<file path="config.mk">
export PLATFORM = sky130hd
export DESIGN_NAME = dir_cache_ctrl
export DESIGN_NICKNAME = d
export VERILOG_FILES = /design/src/rtl/dcc_pkg.sv /design/src/rtl/dcc_line_store.sv /design/src/rtl/dcc_msg_out.sv /design/src/rtl/dcc_ctrl.sv /design/src/rtl/dir_cache_ctrl.sv
export SDC_FILE = /design/constraint.sdc
export NUM_CORES = 1
export LEC_CHECK = 0
export BUFFER_PORTS_ARGS = -buffer_cell sky130_fd_sc_hd__buf_2
export CAP_MARGIN = 25
export CORE_ASPECT_RATIO = 0.5
export CORE_MARGIN = 3
export CORE_UTILIZATION = 62
export CTS_CLUSTER_DIAMETER = 200
export DETAILED_ROUTE_END_ITERATION = 16
export GPL_ROUTABILITY_DRIVEN = 1
export PLACE_DENSITY = 0.84
export SLEW_MARGIN = 10
export SYNTH_ARGS = -nofsm -noshare
export SYNTH_HDL_FRONTEND = slang
export SYNTH_SLANG_ARGS = --single-unit
</file>
<file path="constraint.sdc">
create_clock -name clk -period 5.55 [get_ports clk]
set_input_delay 0 -clock clk [delete_from_list [all_inputs] [get_ports clk]]
set_output_delay 0 -clock clk [all_outputs]
set_load 0.1 [all_outputs]
</file>
<file path="src/rtl/dcc_pkg.sv">
package dcc_pkg;
  typedef enum logic [1:0] {
    LN_INVALID = 2'd0,
    LN_SHARED  = 2'd1,
    LN_EXCL    = 2'd2
  } line_st_e;

  typedef enum logic [1:0] {
    OUT_RDMISS = 2'd0,
    OUT_WRMISS = 2'd1,
    OUT_INVREQ = 2'd2,
    OUT_WRBACK = 2'd3
  } out_kind_e;

  typedef enum logic [1:0] {
    IN_INVAL    = 2'd0,
    IN_FETCH    = 2'd1,
    IN_FETCHINV = 2'd2,
    IN_REPLY    = 2'd3
  } in_kind_e;

  typedef enum logic [1:0] {
    CS_IDLE  = 2'd0,
    CS_EVICT = 2'd1,
    CS_WAIT  = 2'd2,
    CS_DONE  = 2'd3
  } ctl_st_e;
endpackage

</file>
<file path="src/rtl/dcc_line_store.sv">
module dcc_line_store
  import dcc_pkg::*;
#(
  parameter int IDX_W  = 2,
  parameter int TAG_W  = 6,
  parameter int DATA_W = 16
) (
  input  logic              clk,
  input  logic              rst,
  input  logic [IDX_W-1:0]  rd_a_idx,
  input  logic [IDX_W-1:0]  rd_b_idx,
  input  logic              meta_we,
  input  logic [IDX_W-1:0]  wr_idx,
  input  line_st_e          wr_state,
  input  logic [TAG_W-1:0]  wr_tag,
  input  logic              data_we,
  input  logic [DATA_W-1:0] wr_data,
  output line_st_e          a_state,
  output logic [TAG_W-1:0]  a_tag,
  output logic [DATA_W-1:0] a_data,
  output line_st_e          b_state,
  output logic [TAG_W-1:0]  b_tag,
  output logic [DATA_W-1:0] b_data
);
  localparam int LINES = 1 << IDX_W;

  line_st_e          st_q  [LINES];
  logic [TAG_W-1:0]  tag_q [LINES];
  logic [DATA_W-1:0] dat_q [LINES];

  // line states need a reset; tags and data are plain RAM
  always_ff @(posedge clk) begin
    if (rst) begin
      for (int i = 0; i < LINES; i++) st_q[i] <= LN_INVALID;
    end else if (meta_we) begin
      st_q[wr_idx] <= wr_state;
    end
  end

  always_ff @(posedge clk) begin
    if (meta_we) tag_q[wr_idx] <= wr_tag;
  end

  always_ff @(posedge clk) begin
    if (data_we) dat_q[wr_idx] <= wr_data;
  end

  assign a_state = st_q[rd_a_idx];
  assign a_tag   = tag_q[rd_a_idx];
  assign a_data  = dat_q[rd_a_idx];
  assign b_state = st_q[rd_b_idx];
  assign b_tag   = tag_q[rd_b_idx];
  assign b_data  = dat_q[rd_b_idx];
endmodule

</file>
<file path="src/rtl/dcc_msg_out.sv">
module dcc_msg_out
  import dcc_pkg::*;
#(
  parameter int ADDR_W  = 8,
  parameter int DATA_W  = 16,
  parameter int PID_W   = 2,
  parameter int PROC_ID = 1
) (
  input  logic              clk,
  input  logic              rst,
  input  logic              nxt_valid,
  input  out_kind_e         nxt_kind,
  input  logic [ADDR_W-1:0] nxt_addr,
  input  logic [DATA_W-1:0] nxt_data,
  output logic              out_valid,
  output logic [1:0]        out_kind,
  output logic [PID_W-1:0]  out_pid,
  output logic [ADDR_W-1:0] out_addr,
  output logic [DATA_W-1:0] out_data
);
  always_ff @(posedge clk) begin
    if (rst) begin
      out_valid <= 1'b0;
      out_kind  <= '0;
      out_pid   <= '0;
      out_addr  <= '0;
      out_data  <= '0;
    end else begin
      out_valid <= nxt_valid;
      out_kind  <= nxt_kind;
      out_pid   <= PID_W'(PROC_ID);
      out_addr  <= nxt_addr;
      out_data  <= nxt_data;
    end
  end
endmodule

</file>
<file path="src/rtl/dcc_ctrl.sv">
module dcc_ctrl
  import dcc_pkg::*;
#(
  parameter int ADDR_W = 8,
  parameter int IDX_W  = 2,
  parameter int DATA_W = 16,
  localparam int TAG_W = ADDR_W - IDX_W
) (
  input  logic              clk,
  input  logic              rst,
  input  logic              cpu_req_valid,
  input  logic              cpu_req_write,
  input  logic [ADDR_W-1:0] cpu_req_addr,
  input  logic [DATA_W-1:0] cpu_req_wdata,
  output logic              cpu_done,
  output logic [DATA_W-1:0] cpu_rdata,
  input  logic              msg_in_valid,
  input  logic [1:0]        msg_in_type,
  input  logic [ADDR_W-1:0] msg_in_addr,
  input  logic [DATA_W-1:0] msg_in_data,
  output logic [IDX_W-1:0]  rd_a_idx,
  output logic [IDX_W-1:0]  rd_b_idx,
  input  line_st_e          a_state,
  input  logic [TAG_W-1:0]  a_tag,
  input  logic [DATA_W-1:0] a_data,
  input  line_st_e          b_state,
  input  logic [TAG_W-1:0]  b_tag,
  input  logic [DATA_W-1:0] b_data,
  output logic              meta_we,
  output logic [IDX_W-1:0]  wr_idx,
  output line_st_e          wr_state,
  output logic [TAG_W-1:0]  wr_tag,
  output logic              data_we,
  output logic [DATA_W-1:0] wr_data,
  output logic              nxt_valid,
  output out_kind_e         nxt_kind,
  output logic [ADDR_W-1:0] nxt_addr,
  output logic [DATA_W-1:0] nxt_data,
  input  logic              out_valid_q,
  input  logic [1:0]        out_kind_q
);
  ctl_st_e           st_q, st_d;
  logic [DATA_W-1:0] rdata_q, rdata_d;
  logic              rdata_we;

  logic [IDX_W-1:0] cpu_idx, in_idx;
  logic [TAG_W-1:0] cpu_tag, in_tag;
  in_kind_e         in_kind;
  logic             coh_req, reply_in, cpu_hit, in_match;
  out_kind_e        miss_kind;

  assign cpu_idx   = cpu_req_addr[IDX_W-1:0];
  assign cpu_tag   = cpu_req_addr[ADDR_W-1:IDX_W];
  assign in_idx    = msg_in_addr[IDX_W-1:0];
  assign in_tag    = msg_in_addr[ADDR_W-1:IDX_W];
  assign in_kind   = in_kind_e'(msg_in_type);
  assign rd_a_idx  = cpu_idx;
  assign rd_b_idx  = in_idx;
  assign coh_req   = msg_in_valid && (in_kind != IN_REPLY);
  assign reply_in  = msg_in_valid && (in_kind == IN_REPLY);
  assign cpu_hit   = (a_state != LN_INVALID) && (a_tag == cpu_tag);
  assign in_match  = (b_state != LN_INVALID) && (b_tag == in_tag);
  assign miss_kind = cpu_req_write ? OUT_WRMISS : OUT_RDMISS;

  always_comb begin
    st_d      = st_q;
    meta_we   = 1'b0;
    wr_idx    = cpu_idx;
    wr_state  = a_state;
    wr_tag    = cpu_tag;
    data_we   = 1'b0;
    wr_data   = cpu_req_wdata;
    nxt_valid = 1'b0;
    nxt_kind  = OUT_RDMISS;
    nxt_addr  = cpu_req_addr;
    nxt_data  = '0;
    rdata_we  = 1'b0;
    rdata_d   = a_data;

    if (coh_req) begin
      // directory traffic wins; the processor side holds this cycle
      wr_idx = in_idx;
      wr_tag = b_tag;
      case (in_kind)
        IN_INVAL: begin
          if (in_match) begin
            meta_we  = 1'b1;
            wr_state = LN_INVALID;
          end
        end
        IN_FETCH, IN_FETCHINV: begin
          if (in_match && b_state == LN_EXCL) begin
            meta_we   = 1'b1;
            wr_state  = (in_kind == IN_FETCH) ? LN_SHARED : LN_INVALID;
            nxt_valid = 1'b1;
            nxt_kind  = OUT_WRBACK;
            nxt_addr  = msg_in_addr;
            nxt_data  = b_data;
          end
        end
        default: ;
      endcase
      if (st_q == CS_DONE) st_d = CS_IDLE;
    end else begin
      case (st_q)
        CS_IDLE: begin
          if (cpu_req_valid) begin
            if (cpu_hit && (!cpu_req_write || a_state == LN_EXCL)) begin
              data_we  = cpu_req_write;
              rdata_we = 1'b1;
              rdata_d  = cpu_req_write ? cpu_req_wdata : a_data;
              st_d     = CS_DONE;
            end else if (cpu_hit) begin
              meta_we   = 1'b1;
              wr_state  = LN_EXCL;
              data_we   = 1'b1;
              rdata_we  = 1'b1;
              rdata_d   = cpu_req_wdata;
              nxt_valid = 1'b1;
              nxt_kind  = OUT_INVREQ;
              st_d      = CS_DONE;
            end else begin
              // drop the old line now; its index stays blind until the fill
              meta_we  = 1'b1;
              wr_state = LN_INVALID;
              wr_tag   = a_tag;
              nxt_valid = 1'b1;
              if (a_state == LN_EXCL) begin
                nxt_kind = OUT_WRBACK;
                nxt_addr = {a_tag, cpu_idx};
                nxt_data = a_data;
                st_d     = CS_EVICT;
              end else begin
                nxt_kind = miss_kind;
                st_d     = CS_WAIT;
              end
            end
          end
        end
        CS_EVICT: begin
          nxt_valid = 1'b1;
          nxt_kind  = miss_kind;
          st_d      = CS_WAIT;
        end
        CS_WAIT: begin
          if (reply_in) begin
            meta_we  = 1'b1;
            wr_state = cpu_req_write ? LN_EXCL : LN_SHARED;
            data_we  = 1'b1;
            wr_data  = cpu_req_write ? cpu_req_wdata : msg_in_data;
            rdata_we = 1'b1;
            rdata_d  = cpu_req_write ? cpu_req_wdata : msg_in_data;
            st_d     = CS_DONE;
          end
        end
        default: st_d = CS_IDLE;
      endcase
    end
  end

  always_ff @(posedge clk) begin
    if (rst) begin
      st_q    <= CS_IDLE;
      rdata_q <= '0;
    end else begin
      st_q <= st_d;
      if (rdata_we) rdata_q <= rdata_d;
    end
  end

  assign cpu_done  = (st_q == CS_DONE);
  assign cpu_rdata = rdata_q;

  // a directory message keeps an idle controller idle
  p_coh_first_r11: assert property (@(posedge clk) disable iff (rst)
    (coh_req && st_q == CS_IDLE) |=> (st_q == CS_IDLE));

  // fast hits finish next cycle with no traffic
  p_hit_silent_r5: assert property (@(posedge clk) disable iff (rst)
    (st_q == CS_IDLE && !coh_req && cpu_req_valid && cpu_hit &&
     (!cpu_req_write || a_state == LN_EXCL))
    |=> (st_q == CS_DONE && !out_valid_q));

  // an owned victim is written back before the miss goes out
  p_evict_first_r9: assert property (@(posedge clk) disable iff (rst)
    (st_q == CS_IDLE && !coh_req && cpu_req_valid && !cpu_hit && a_state == LN_EXCL)
    |=> (out_valid_q && out_kind_q == 2'd3 && st_q == CS_EVICT));

  // a fetch on an owned line yields a write-back
  p_fetch_wb_r7: assert property (@(posedge clk) disable iff (rst)
    (coh_req && in_kind == IN_FETCH && in_match && b_state == LN_EXCL)
    |=> (out_valid_q && out_kind_q == 2'd3));

  // a load fill leaves the line Shared
  p_fill_shared_r2: assert property (@(posedge clk) disable iff (rst)
    (st_q == CS_WAIT && reply_in && !cpu_req_write)
    |=> (st_q == CS_DONE && a_state == LN_SHARED));

  // completion is a single-cycle pulse
  p_done_pulse_r12: assert property (@(posedge clk) disable iff (rst)
    (st_q == CS_DONE) |=> (st_q != CS_DONE));
endmodule

</file>
<file path="src/rtl/dir_cache_ctrl.sv">
module dir_cache_ctrl
  import dcc_pkg::*;
#(
  parameter int ADDR_W  = 8,
  parameter int IDX_W   = 2,
  parameter int DATA_W  = 16,
  parameter int PID_W   = 2,
  parameter int PROC_ID = 1
) (
  input  logic              clk,
  input  logic              rst,
  input  logic              cpu_req_valid,
  input  logic              cpu_req_write,
  input  logic [ADDR_W-1:0] cpu_req_addr,
  input  logic [DATA_W-1:0] cpu_req_wdata,
  output logic              cpu_done,
  output logic [DATA_W-1:0] cpu_rdata,
  input  logic              msg_in_valid,
  input  logic [1:0]        msg_in_type,
  input  logic [ADDR_W-1:0] msg_in_addr,
  input  logic [DATA_W-1:0] msg_in_data,
  output logic              msg_out_valid,
  output logic [1:0]        msg_out_type,
  output logic [PID_W-1:0]  msg_out_pid,
  output logic [ADDR_W-1:0] msg_out_addr,
  output logic [DATA_W-1:0] msg_out_data
);
  localparam int TAG_W = ADDR_W - IDX_W;

  logic [IDX_W-1:0]  rd_a_idx, rd_b_idx, wr_idx;
  line_st_e          a_state, b_state, wr_state;
  logic [TAG_W-1:0]  a_tag, b_tag, wr_tag;
  logic [DATA_W-1:0] a_data, b_data, wr_data;
  logic              meta_we, data_we;
  logic              nxt_valid;
  out_kind_e         nxt_kind;
  logic [ADDR_W-1:0] nxt_addr;
  logic [DATA_W-1:0] nxt_data;

  dcc_line_store #(.IDX_W(IDX_W), .TAG_W(TAG_W), .DATA_W(DATA_W)) u_store (
    .clk(clk), .rst(rst),
    .rd_a_idx(rd_a_idx), .rd_b_idx(rd_b_idx),
    .meta_we(meta_we), .wr_idx(wr_idx), .wr_state(wr_state), .wr_tag(wr_tag),
    .data_we(data_we), .wr_data(wr_data),
    .a_state(a_state), .a_tag(a_tag), .a_data(a_data),
    .b_state(b_state), .b_tag(b_tag), .b_data(b_data)
  );

  dcc_ctrl #(.ADDR_W(ADDR_W), .IDX_W(IDX_W), .DATA_W(DATA_W)) u_ctrl (
    .clk(clk), .rst(rst),
    .cpu_req_valid(cpu_req_valid), .cpu_req_write(cpu_req_write),
    .cpu_req_addr(cpu_req_addr), .cpu_req_wdata(cpu_req_wdata),
    .cpu_done(cpu_done), .cpu_rdata(cpu_rdata),
    .msg_in_valid(msg_in_valid), .msg_in_type(msg_in_type),
    .msg_in_addr(msg_in_addr), .msg_in_data(msg_in_data),
    .rd_a_idx(rd_a_idx), .rd_b_idx(rd_b_idx),
    .a_state(a_state), .a_tag(a_tag), .a_data(a_data),
    .b_state(b_state), .b_tag(b_tag), .b_data(b_data),
    .meta_we(meta_we), .wr_idx(wr_idx), .wr_state(wr_state), .wr_tag(wr_tag),
    .data_we(data_we), .wr_data(wr_data),
    .nxt_valid(nxt_valid), .nxt_kind(nxt_kind), .nxt_addr(nxt_addr), .nxt_data(nxt_data),
    .out_valid_q(msg_out_valid), .out_kind_q(msg_out_type)
  );

  dcc_msg_out #(.ADDR_W(ADDR_W), .DATA_W(DATA_W), .PID_W(PID_W), .PROC_ID(PROC_ID)) u_out (
    .clk(clk), .rst(rst),
    .nxt_valid(nxt_valid), .nxt_kind(nxt_kind), .nxt_addr(nxt_addr), .nxt_data(nxt_data),
    .out_valid(msg_out_valid), .out_kind(msg_out_type), .out_pid(msg_out_pid),
    .out_addr(msg_out_addr), .out_data(msg_out_data)
  );
endmodule

</file>
==> run metrics, run 1 <==
# diodes 0; syn_area_per_cell 13.0 um^2; Crit. End Element flip-flop; postcts setup bufs 0; number of port buffers a little under 100; Iter 0 DRT Violations between 700 and 800; ys async rst share 0; Achievable Freq 0.272 GHz; Comb power frac 0.189; CTS tree built; Syn. warnings 0; core box area 11,400 um^2; Routed WL ~22 mm; first-pass GRT wire length roughly 34 mm; die width around 160 um; register share of total power 0.405; internal power 2030 uW; cts bufs inserted 17; largest net degree at the start of global routing 30; Post-Syn Nets between 600 and 700; Reg clk slew, reported paths 0.07 ns; Clock Power Share 0.406; sw power between 800 and 900 uW; CTS H-tree depth 4; Vias/cell just over 7; Clk Latency, worst-skew pair around 0.43 ns; Final GP Congestion between 0.8 and 0.9; maxcap violations 0; status completed; Overflow after GRT 0; Final Max Slew Viols 0; fill count 619; Synth Cell Area around 7400 um^2; worst clock skew 0.0113 ns; static leakage between 0.003 and 0.004 uW; vias in the first global route roughly 6,200; Clock Tree Buf Depth 2; final hold vios 0; cells after synthesis 571; relative slew slack 0.305; Yosys reg bits ~140; Critical Path Start Type flip-flop; clk sinks roughly 140; Nets between 700 and 800; cts hold-fix bufs 40; CP Data Arrival Time ~4 ns; # resized after CTS 0; PD cells about 320 nW/um^2; DRT antenna net count 0; WS Path Type reg -> reg; DR vias around 6,000; Net Sw Frac 0.306; top_reg_cell synth edfxtp_1; R2R Setup Slk ~1.9 ns; layout cells sized above 1 0.313; Critical Path Fanout Max 15; HPWL Detailed around 13 mm; area grow syn2layout 22.2%; gr usage total 0.334; Worst Setup Slack, final 1.88 ns; row count 27; Starting Density 0.655; DRC 0; number of flops mapped to enable cells by yosys 96; root buffer cell clkbuf_16; Die Y between 80 and 90 um; First-pass DRT Iterations 9; unrepaired setup endpoints after global routing no; CP required between 5 and 6 ns; Worst-Margin Slew 1.04 ns; wire per inst roughly 26 um; crit path launch u_store.tag_q[3][5]$_DFFE_PP_; Worst Reg-to-Reg Cells 8; Total Die Area around 13,000 um^2; worst reg2reg startpoint u_store.tag_q[3][5]$_DFFE_PP_; worst r2r dst u_out.out_addr[7]$_SDFF_PP0_; Cell variety after synth slightly below 60; setup TNS 0 ns; worst hold path class in -> reg; end of the critical path u_out.out_addr[7]$_SDFF_PP0_; Tmin final around 3.7 ns; initial antenna violation count 0; share of the yosys chip area belonging to registers 0.512; Setup WS pre-CTS 1.56 ns; # IOs just over 100; VDD IR max between 0.00015 and 0.0002 V; Setup violations, final 0; final period utilization 0.662
[sequential cells by signal, summed over array words and instances (netlist names), 2 cells and up]
name / count
u_ctrl.cpu_rdata: 16
u_ctrl.st_q: 2
u_out.out_addr: 8
u_out.out_data: 16
u_out.out_kind: 2
u_store.dat_q: 64
u_store.st_q: 8
u_store.tag_q: 24
[cells in the final DEF, fill, tap and decap left out, types with 15 or more instances in the layout]
cell	netlist	layout
buf_2	8	99
dlygate4sd3_1	0	40
nand2_1	36	36
nand3_1	16	16
inv_1	20	20
dfxtp_1	46	46
clkbuf_16	0	17
a22o_1	17	17
nor2_1	37	37
mux2_2	19	19
mux2i_1	24	24
a21oi_1	23	23
mux4_2	46	46
o21ai_0	15	15
edfxtp_1	96	96
o211ai_1	17	17
[synth_stat cells (2+ instances only)]
master | number | area share
a211oi_1 | 3 | 0.0030
a21boi_0 | 2 | 0.0020
a21o_1 | 2 | 0.0020
a21oi_1 | 23 | 0.015
a22o_1 | 17 | 0.020
a311oi_1 | 13 | 0.015
a31oi_1 | 5 | 0.0042
a32o_1 | 2 | 0.0027
buf_1 | 2 | 0.0010
buf_2 | 8 | 0.0054
buf_4 | 2 | 0.0020
buf_6 | 3 | 0.0045
clkbuf_1 | 29 | 0.015
dfxtp_1 | 46 | 0.12
edfxtp_1 | 96 | 0.39
ha_1 | 7 | 0.012
inv_1 | 20 | 0.010
mux2_2 | 19 | 0.029
mux2i_1 | 24 | 0.032
mux4_1 | 2 | 0.0071
mux4_2 | 46 | 0.14
nand2_1 | 36 | 0.018
nand2b_1 | 4 | 0.0034
nand3_1 | 16 | 0.011
nand4_1 | 5 | 0.0042
nor2_1 | 37 | 0.019
nor3_1 | 8 | 0.0054
nor3b_1 | 3 | 0.0030
o211a_1 | 13 | 0.018
o211ai_1 | 17 | 0.017
o21ai_0 | 15 | 0.010
o21ai_1 | 2 | 0.0013
o221ai_1 | 5 | 0.0059
o22ai_1 | 2 | 0.0017
o311a_1 | 2 | 0.0027
o31ai_1 | 2 | 0.0020
xnor2_1 | 9 | 0.011
xnor2_2 | 3 | 0.0066
[worst min path at each step]
| stage | startpoint | cells past startpoint | to |
|---|---|---|---|
| floorplan | cpu_req_addr[2] | 2 | u_out.out_addr[2]$_SDFF_PP0_ |
| global placement | cpu_req_addr[2] | 3 | u_out.out_addr[2]$_SDFF_PP0_ |
| detailed placement | cpu_req_addr[2] | 3 | u_out.out_addr[2]$_SDFF_PP0_ |
| CTS | msg_in_addr[4] | 3 | u_out.out_addr[4]$_SDFF_PP0_ |
| global route | msg_in_addr[5] | 3 | u_out.out_addr[5]$_SDFF_PP0_ |
| finish | msg_in_addr[4] | 3 | u_out.out_addr[4]$_SDFF_PP0_ |
[per-layer routing]
metal / share of wire / vias up / GRT usage
met5: 0 / - / 0
li1: - / 2518 / -
met4: 0.046 / 0 / 0.184
met1: 0.35 / 2920 / 0.421
met2: 0.47 / 589 / 0.531
met3: 0.13 / 133 / 0.0862
[power groups by stage]
stage | Clock [uW] | Combinational (uW) | Sequential (uW)
2_1_floorplan | 0 | 287 | 1290
3_3_place_gp | 0 | 489 | 1200
3_5_place_dp | 0 | 502 | 1210
4_1_cts | 1180 | 530 | 1180
5_1_grt | 1230 | 583 | 1190
6_report | 1190 | 553 | 1180
[logic make-up (layout without fill, tap and decap cells)]
kind of cell             count (synthesis)  in the layout  synth area share
other                                    1              1          0.000504
multiplexers                            91             91             0.208
flip-flops                             142            142             0.512
XOR/XNOR                                12             12            0.0172
AO/OA/AOI/OAI                          135            135             0.138
buffers and inverters                   64            205            0.0377
AND/OR/NAND/NOR                        119            119            0.0761
adder cells (fa/ha/maj)                  7              7            0.0118
[cell type report]
cell class                 instances  area, um^2  share of cell area
clock buffer                      18         429              0.0472
clock inverter                    14         173              0.0190
inverter                          20        75.1             0.00826
multi-input combinational        365        3370               0.371
sequential                       142        3800               0.419
tap                              159         199              0.0219
timing repair buffer             153        1030               0.114
[metrics by stage]
stage               total power [uW]  std cells  area (um^2)  utilization  hold slack [ns]
global route                    3000        871         9090        0.800           0.0342
CTS                             2890        868         9030        0.796           0.0161
detailed placement              1710        796         8030        0.707            0.291
finish                          2930        871         9090        0.800           0.0238
floorplan                       1580        571         7430            -            0.129
global placement                1690        796         8030        0.707            0.288
[worst max-delay path, stage by stage, from the launching register on]
cell and delay, ns:
edfxtp_1 0.41, mux4_2 0.53, xnor2_1 0.17, nand4_1 0.54, buf_4 0.44, o211ai_2 0.50
and2_4 0.30, a211oi_2 0.08, dlygate4sd3_1 0.58
(Power assumes the default switching activity.)
==> run 2: changes to the inputs <==
CORE_UTILIZATION = 52   (was 62)
PLACE_DENSITY = 0.75   (was 0.84)
clock period = 3.2 ns   (was 5.55 ns; I/O delays follow)
==> run metrics, run 2 (synthesis results as in run 1) <==
status completed; critical path's largest stage delay 0.64 ns (+0.06 ns); vias in the first global route 5,693 (-8.8%); hold depth 4 (+1); cts bufs inserted 17 (unchanged); Clock Power Share 0.388 (-0.018); Worst Reg-to-Reg Cells 7 (-1); CP delay by family, top simple AND/OR/NAND/NOR gates; Largest regs u_store.dat_q (64), u_store.tag_q (24); postcts setup bufs 0 (unchanged); initial antenna violation count 0 (unchanged); DRT antenna net count 0 (unchanged); Nets 770 (+1.2%); clk sinks 142 (unchanged); largest net degree at the start of global routing 33 (+10%); fin util 0.663 (-0.137); register share of total power 0.420 (+0.015); Achievable Freq 0.333 GHz (+22%); count of non-filler cells in the finished layout 913 (+4.8%); Crit. End Element flip-flop; critical path depth 7 (-1); WS Path Type reg -> reg; unrepaired setup endpoints after global routing no; Net Sw Frac 0.290 (-0.0158); maxcap violations 0 (unchanged); Hold Crit Start cpu_req_wdata[11]; First-pass DRT Iterations 5 (-4); CP Data Arrival Time 3.31 ns (-0.68 ns); worst path bufs/invs 1 (-1); DRC 0 (unchanged); setup TNS 0 ns (unchanged); DR vias 5,652 (-8.2%); worst hold path class in -> reg; Vias/cell 6.19 (-12%); CTS H-tree depth 4 (unchanged); fill count 1,020 (+65%); critical path, cell by cell mux4_2 > xnor2_1 > nand4_4 > or4_4 > o221ai_1 > a21oi_1 > dlygate4sd3_1; Setup WS pre-CTS 0.431 ns (-1.13 ns); commonest non-fill, non-tap cells in the layout 99 x buf_2, 96 x edfxtp_1, 46 x mux4_2, 46 x dfxtp_1, 42 x dlygate4sd3_1; CP required 3.50 ns (-2.37 ns); Routed WL 19.7 mm (-11%); final period utilization 0.938 (+0.276); # IOs 101 (unchanged); worst clock skew 0.00930 ns (-0.00203 ns); final hold vios 0 (unchanged); Setup violations, final 0 (unchanged); sw power 1420 uW (+58%); Critical Path Start Type flip-flop; gr usage total 0.254 (-0.0796); Worst Setup Slack, final 0.199 ns (-1.68 ns); commonest non-fill, non-tap cell in the layout buf_2; static leakage 0.00353 uW (+0.46%); Comb power frac 0.192 (+0.003); relative slew slack 0.480 (+0.176); PD cells 535 nW/um^2 (+66%); Starting Density 0.540 (-0.115); worst r2r dst u_out.out_addr[4]$_SDFF_PP0_; core box area 13,800 um^2 (+21%); dpl cells 839 (+5.4%); area grow syn2layout 23.0%; internal power 3470 uW (+71%); die width 175 um (+8.8%); Min-Delay Endpoint u_ctrl.cpu_rdata[11]$_SDFFE_PP0P_; Die Y 90.5 um (+8.5%); CTS tree built; Reg with most FFs u_store.dat_q; Total Die Area 15,900 um^2 (+18%); Final Max Slew Viols 0 (unchanged); Clk Latency, worst-skew pair 0.42 ns (about the same); HPWL Detailed 12.7 mm (-2.2%); first-pass GRT wire length 30.9 mm (-9.0%); number of port buffers 99 (unchanged); Tmin final 3.00 ns (-0.672 ns); root buffer cell clkbuf_16; Reg clk slew, reported paths 0.06 ns (about the same); wire per inst 21.6 um (-15%); Clock Tree Buf Depth 2 (unchanged); Worst-Margin Slew 0.779 ns (-0.260 ns); VDD IR max 0.000358 V (+80%); R2R Setup Slk 0.20 ns (-1.68 ns); Final GP Congestion 0.850 (-2.7%); layout cells sized above 1 0.318 (+0.00441); row count 30 (+11%); # diodes 0 (unchanged); crit path max-delay cell type or4_4; Iter 0 DRT Violations 450 (-42%); Overflow after GRT 0 (unchanged); worst reg2reg startpoint u_store.tag_q[3][5]$_DFFE_PP_; Critical Path Fanout Max 8 (-7); max reg flops 64 (unchanged)
[run 2: cell count changes in the layout (fill, tap and decap cells not counted), sizes merged]
cell / previous run / this run
buf: 113 / 120
inv: 29 / 23
clkbuf: 18 / 21
clkinvlp: 2 / 3
clkinv: 1 / 4
bufinv: 2 / 1
dlygate4sd3: 40 / 42
[run 2: final cells by class]
type / count / area, um^2 / area share
Inverter: 20 / 75.1 / 0.00821
Clock inverter: 11 / 109 / 0.0119
Timing Repair Buffer: 162 / 1070 / 0.117
Sequential cell: 142 / 3800 / 0.416
Multi-Input combinational cell: 365 / 3380 / 0.369
Clock buffer: 21 / 462 / 0.0505
Tap cell: 192 / 240 / 0.0263
[run 2: repair_timing]
item | in CTS | in global routing
resized for setup | 0 | 1
hold buffers | 42 | 0
hold endpoints to repair | 83 | 0
setup endpoints to repair | 0 | 3
[run 2: how the worst max path moves through the flow]
stage | from | to | slack [ns]
after global routing | u_store.tag_q[3][5]$_DFFE_PP_ | u_out.out_addr[4]$_SDFF_PP0_ | 0.08
after global placement | cpu_req_addr[0] | u_store.tag_q[0][2]$_DFFE_PP_ | 0.50
final | u_store.tag_q[3][5]$_DFFE_PP_ | u_out.out_addr[4]$_SDFF_PP0_ | 0.20
after floorplan | u_store.tag_q[3][0]$_DFFE_PP_ | u_store.dat_q[2][0]$_DFFE_PP_ | -0.07
after detailed placement | cpu_req_addr[0] | u_store.tag_q[0][3]$_DFFE_PP_ | 0.43
after CTS | u_store.tag_q[3][5]$_DFFE_PP_ | u_out.out_addr[4]$_SDFF_PP0_ | 0.11
[run 2: metrics by stage]
stage          cell area, um^2  total power, uW  hold WS (ns)
2_1_floorplan             7440             2740         0.129
3_3_place_gp              8150             2950         0.274
4_1_cts                   9140             4890       0.00365
6_report                  9140             4890        0.0366
5_1_grt                   9140             5070        0.0419
3_5_place_dp              8150             2970         0.275
[run 2: worst min-delay path, cell delays in order]
cell and delay (ns):
buf_2 0.11, nand4_1 0.08, mux2_2 0.14, a31oi_1 0.07
[run 2: metal layers]
layer	track usage	vias to the layer above	routed length [um]
li1	-	2547	-
met5	0	-	0
met4	0.103	0	437
met1	0.325	2799	7990
met3	0.0567	39	1570
met2	0.423	267	9710
[run 2: power groups by stage]
stage | combinational (uW) | clock [uW] | sequential (uW)
after CTS | 928 | 1910 | 2050
after global placement | 867 | 0 | 2090
after detailed placement | 882 | 0 | 2090
final | 939 | 1900 | 2050
after global routing | 1000 | 2010 | 2060
after floorplan | 497 | 0 | 2250
==> run 3: changes to the inputs <==
CORE_UTILIZATION = 54   (was 52)
CTS_BUF_LIST = sky130_fd_sc_hd__clkbuf_2   (was not set)
PLACE_DENSITY = 0.78   (was 0.75)
==> run metrics, run 3 (synthesis results as in run 1) <==
status completed; Crit. End Element flip-flop; Reg clk slew, reported paths 0.25 ns (+0.19 ns); Final GP Congestion 0.965 (+14%); register share of total power 0.504 (+0.084); Starting Density 0.569 (+0.0295); Iter 0 DRT Violations 631 (+40%); Largest regs u_store.dat_q (64), u_store.tag_q (24); Hold Crit Start msg_in_valid; unrepaired setup endpoints after global routing yes; Die Y 89.0 um (-1.8%); WS Path Type reg -> reg; Reg with most FFs u_store.dat_q; root buffer cell clkbuf_2; Achievable Freq 0.329 GHz (-1.4%); # IOs 101 (unchanged); worst reg2reg startpoint u_store.tag_q[3][1]$_DFFE_PP_; VDD IR max 0.000254 V (-29%); Placed Area 8130 um^2 (-0.15%); static leakage 0.00351 uW (-0.59%); crit path max-delay cell type dlygate4sd3_1; PD cells 451 nW/um^2 (-16%); Clock Power Share 0.256 (-0.132); final hold vios 0 (unchanged); worst hold path class in -> reg; Routed WL 20.5 mm (+3.8%); die width 172 um (-1.8%); relative slew slack 0.464 (-0.0167); Tmin final 3.04 ns (+0.0415 ns); worst clock skew 0.0292 ns (+0.0199 ns); Total Die Area 15,300 um^2 (-3.5%); Clock Tree Buf Depth 2 (unchanged); Critical Path Start Type flip-flop; R2R Setup Slk 0.16 ns (-0.04 ns); DRC 0 (unchanged); number of port buffers 99 (unchanged); Setup violations, final 0 (unchanged); vias in the first global route 6,024 (+5.8%); Net Sw Frac 0.343 (+0.0528); sw power 1400 uW (-1.4%); DR vias 5,953 (+5.3%); Nets 792 (+2.9%); CP Data Arrival Time 3.72 ns (+0.41 ns); layout cells sized above 1 0.319 (+0.00136); Worst-Margin Slew 0.804 ns (+0.0251 ns); First-pass DRT Iterations 8 (+3); commonest non-fill, non-tap cell in the layout buf_2; internal power 2680 uW (-23%); core box area 13,100 um^2 (-5.2%); row count 29 (-3.3%); cts bufs inserted 17 (unchanged); largest net degree at the start of global routing 33 (unchanged); fill count 912 (-11%); Worst Setup Slack, final 0.158 ns (-0.0415 ns); Comb power frac 0.240 (+0.048); gr usage total 0.278 (+0.0236); DRT antenna net count 0 (unchanged); Worst Reg-to-Reg Cells 9 (+2); Clk Latency, worst-skew pair 0.71 ns (+0.29 ns); Min-Delay Endpoint u_ctrl.cpu_rdata[10]$_SDFFE_PP0P_; clk sinks 142 (unchanged); max reg flops 64 (unchanged); Vias/cell 6.51 (+5.1%); first-pass GRT wire length 31.9 mm (+3.3%); final instance area 9030 um^2 (-1.2%); maxcap violations 0 (unchanged); area grow syn2layout 21.5%; HPWL Detailed 13.2 mm (+4.2%); hold depth 5 (+1); Critical Path Fanout Max 32 (+24); critical path's largest stage delay 0.58 ns (-0.06 ns); critical path, cell by cell mux4_2 > xnor2_1 > nand4_1 > buf_6 > o31ai_4 > buf_12 > nor2_1 > a311oi_1 > dlygate4sd3_1; final period utilization 0.951 (+0.0130); initial antenna violation count 1 (+1); worst r2r dst u_ctrl.cpu_rdata[5]$_SDFFE_PP0P_; commonest non-fill, non-tap cells in the layout 99 x buf_2, 96 x edfxtp_1, 60 x dlygate4sd3_1; CP required 3.88 ns (+0.38 ns); Setup WS pre-CTS 0.368 ns (-0.0629 ns); CTS tree built; Final Max Slew Viols 0 (unchanged); wire per inst 22.4 um (+3.6%); CTS H-tree depth 4 (unchanged); Overflow after GRT 0 (unchanged)
run 3: cell count changes in the layout (fill, tap and decap cells not counted), moves of 3 or more:
cell and change:
clkbuf_2 +17, clkbuf_1 -3, dlygate4sd3_1 +18, inv_8 +3
clkbuf_16 -18
run 3: through the flow:
| stage | TNS [ns] | hold slack [ns] | utilization | total power (uW) | cells |
|---|---|---|---|---|---|
| CTS | 0 | 0.0249 | 0.685 | 4060 | 909 |
| global route | -0.0201 | 0.0482 | 0.691 | 4250 | 914 |
| global placement | 0 | 0.277 | 0.623 | 2960 | 819 |
| detailed placement | 0 | 0.284 | 0.623 | 2980 | 819 |
| floorplan | -2.36 | 0.129 | - | 2740 | 571 |
| finish | 0 | 0.0667 | 0.691 | 4070 | 915 |
run 3: layer usage:
| metal | routed length (um) | GRT usage |
|---|---|---|
| met4 | 707 | 0.0970 |
| met1 | 7710 | 0.350 |
| met5 | 0 | 0 |
| met3 | 2290 | 0.0773 |
| met2 | 9750 | 0.473 |
run 3: what timing repair did:
| action | in CTS | in global routing |
|---|---|---|
| resized for setup | 0 | 9 |
| hold buffers | 58 | 2 |
| buffers inserted | 0 | 2 |
| endpoints found under the hold margin | 119 | 2 |
| endpoints found under the setup margin | 0 | 11 |
run 3: area by class of cell:
type | instances | area, um^2 | area share
Sequential cell | 142 | 3800 | 0.421
Multi-Input combinational cell | 365 | 3400 | 0.376
Timing Repair Buffer | 184 | 1300 | 0.144
Tap cell | 170 | 213 | 0.0235
Clock inverter | 15 | 151 | 0.0168
Clock buffer | 17 | 85.1 | 0.00942
Inverter | 20 | 75.1 | 0.00831
Antenna cell | 2 | 5.00 | 0.000554
run 3: worst max-delay path by stage:
stage	start	to	slack, ns	cells past startpoint
after floorplan	u_store.tag_q[3][0]$_DFFE_PP_	u_store.dat_q[2][0]$_DFFE_PP_	-0.07	6
after global placement	cpu_req_addr[0]	u_store.tag_q[2][5]$_DFFE_PP_	0.47	9
after detailed placement	cpu_req_addr[0]	u_store.st_q[0][1]$_SDFFCE_PN0P_	0.37	8
after CTS	u_store.tag_q[3][4]$_DFFE_PP_	u_ctrl.cpu_rdata[7]$_SDFFE_PP0P_	0.01	8
after global routing	u_store.tag_q[3][5]$_DFFE_PP_	u_ctrl.cpu_rdata[7]$_SDFFE_PP0P_	-0.02	9
final	u_store.tag_q[3][1]$_DFFE_PP_	u_ctrl.cpu_rdata[5]$_SDFFE_PP0P_	0.16	9
run 3: power by group through the flow:
stage	Sequential, uW	Clock, uW	Combinational, uW
after floorplan	2250	0	497
after global placement	2090	0	874
after CTS	2050	1060	946
after global routing	2060	1150	1040
after detailed placement	2090	0	888
final	2050	1040	978
run 3: worst max-delay path: cells and delay by family, from the launching register on:
family | cells | cell delay [ns]
buf+inv | 3 | 1.07
compound gates | 2 | 0.55
mux | 1 | 0.54
flops | 1 | 0.43
simple gates | 2 | 0.24
xor+xnor | 1 | 0.18
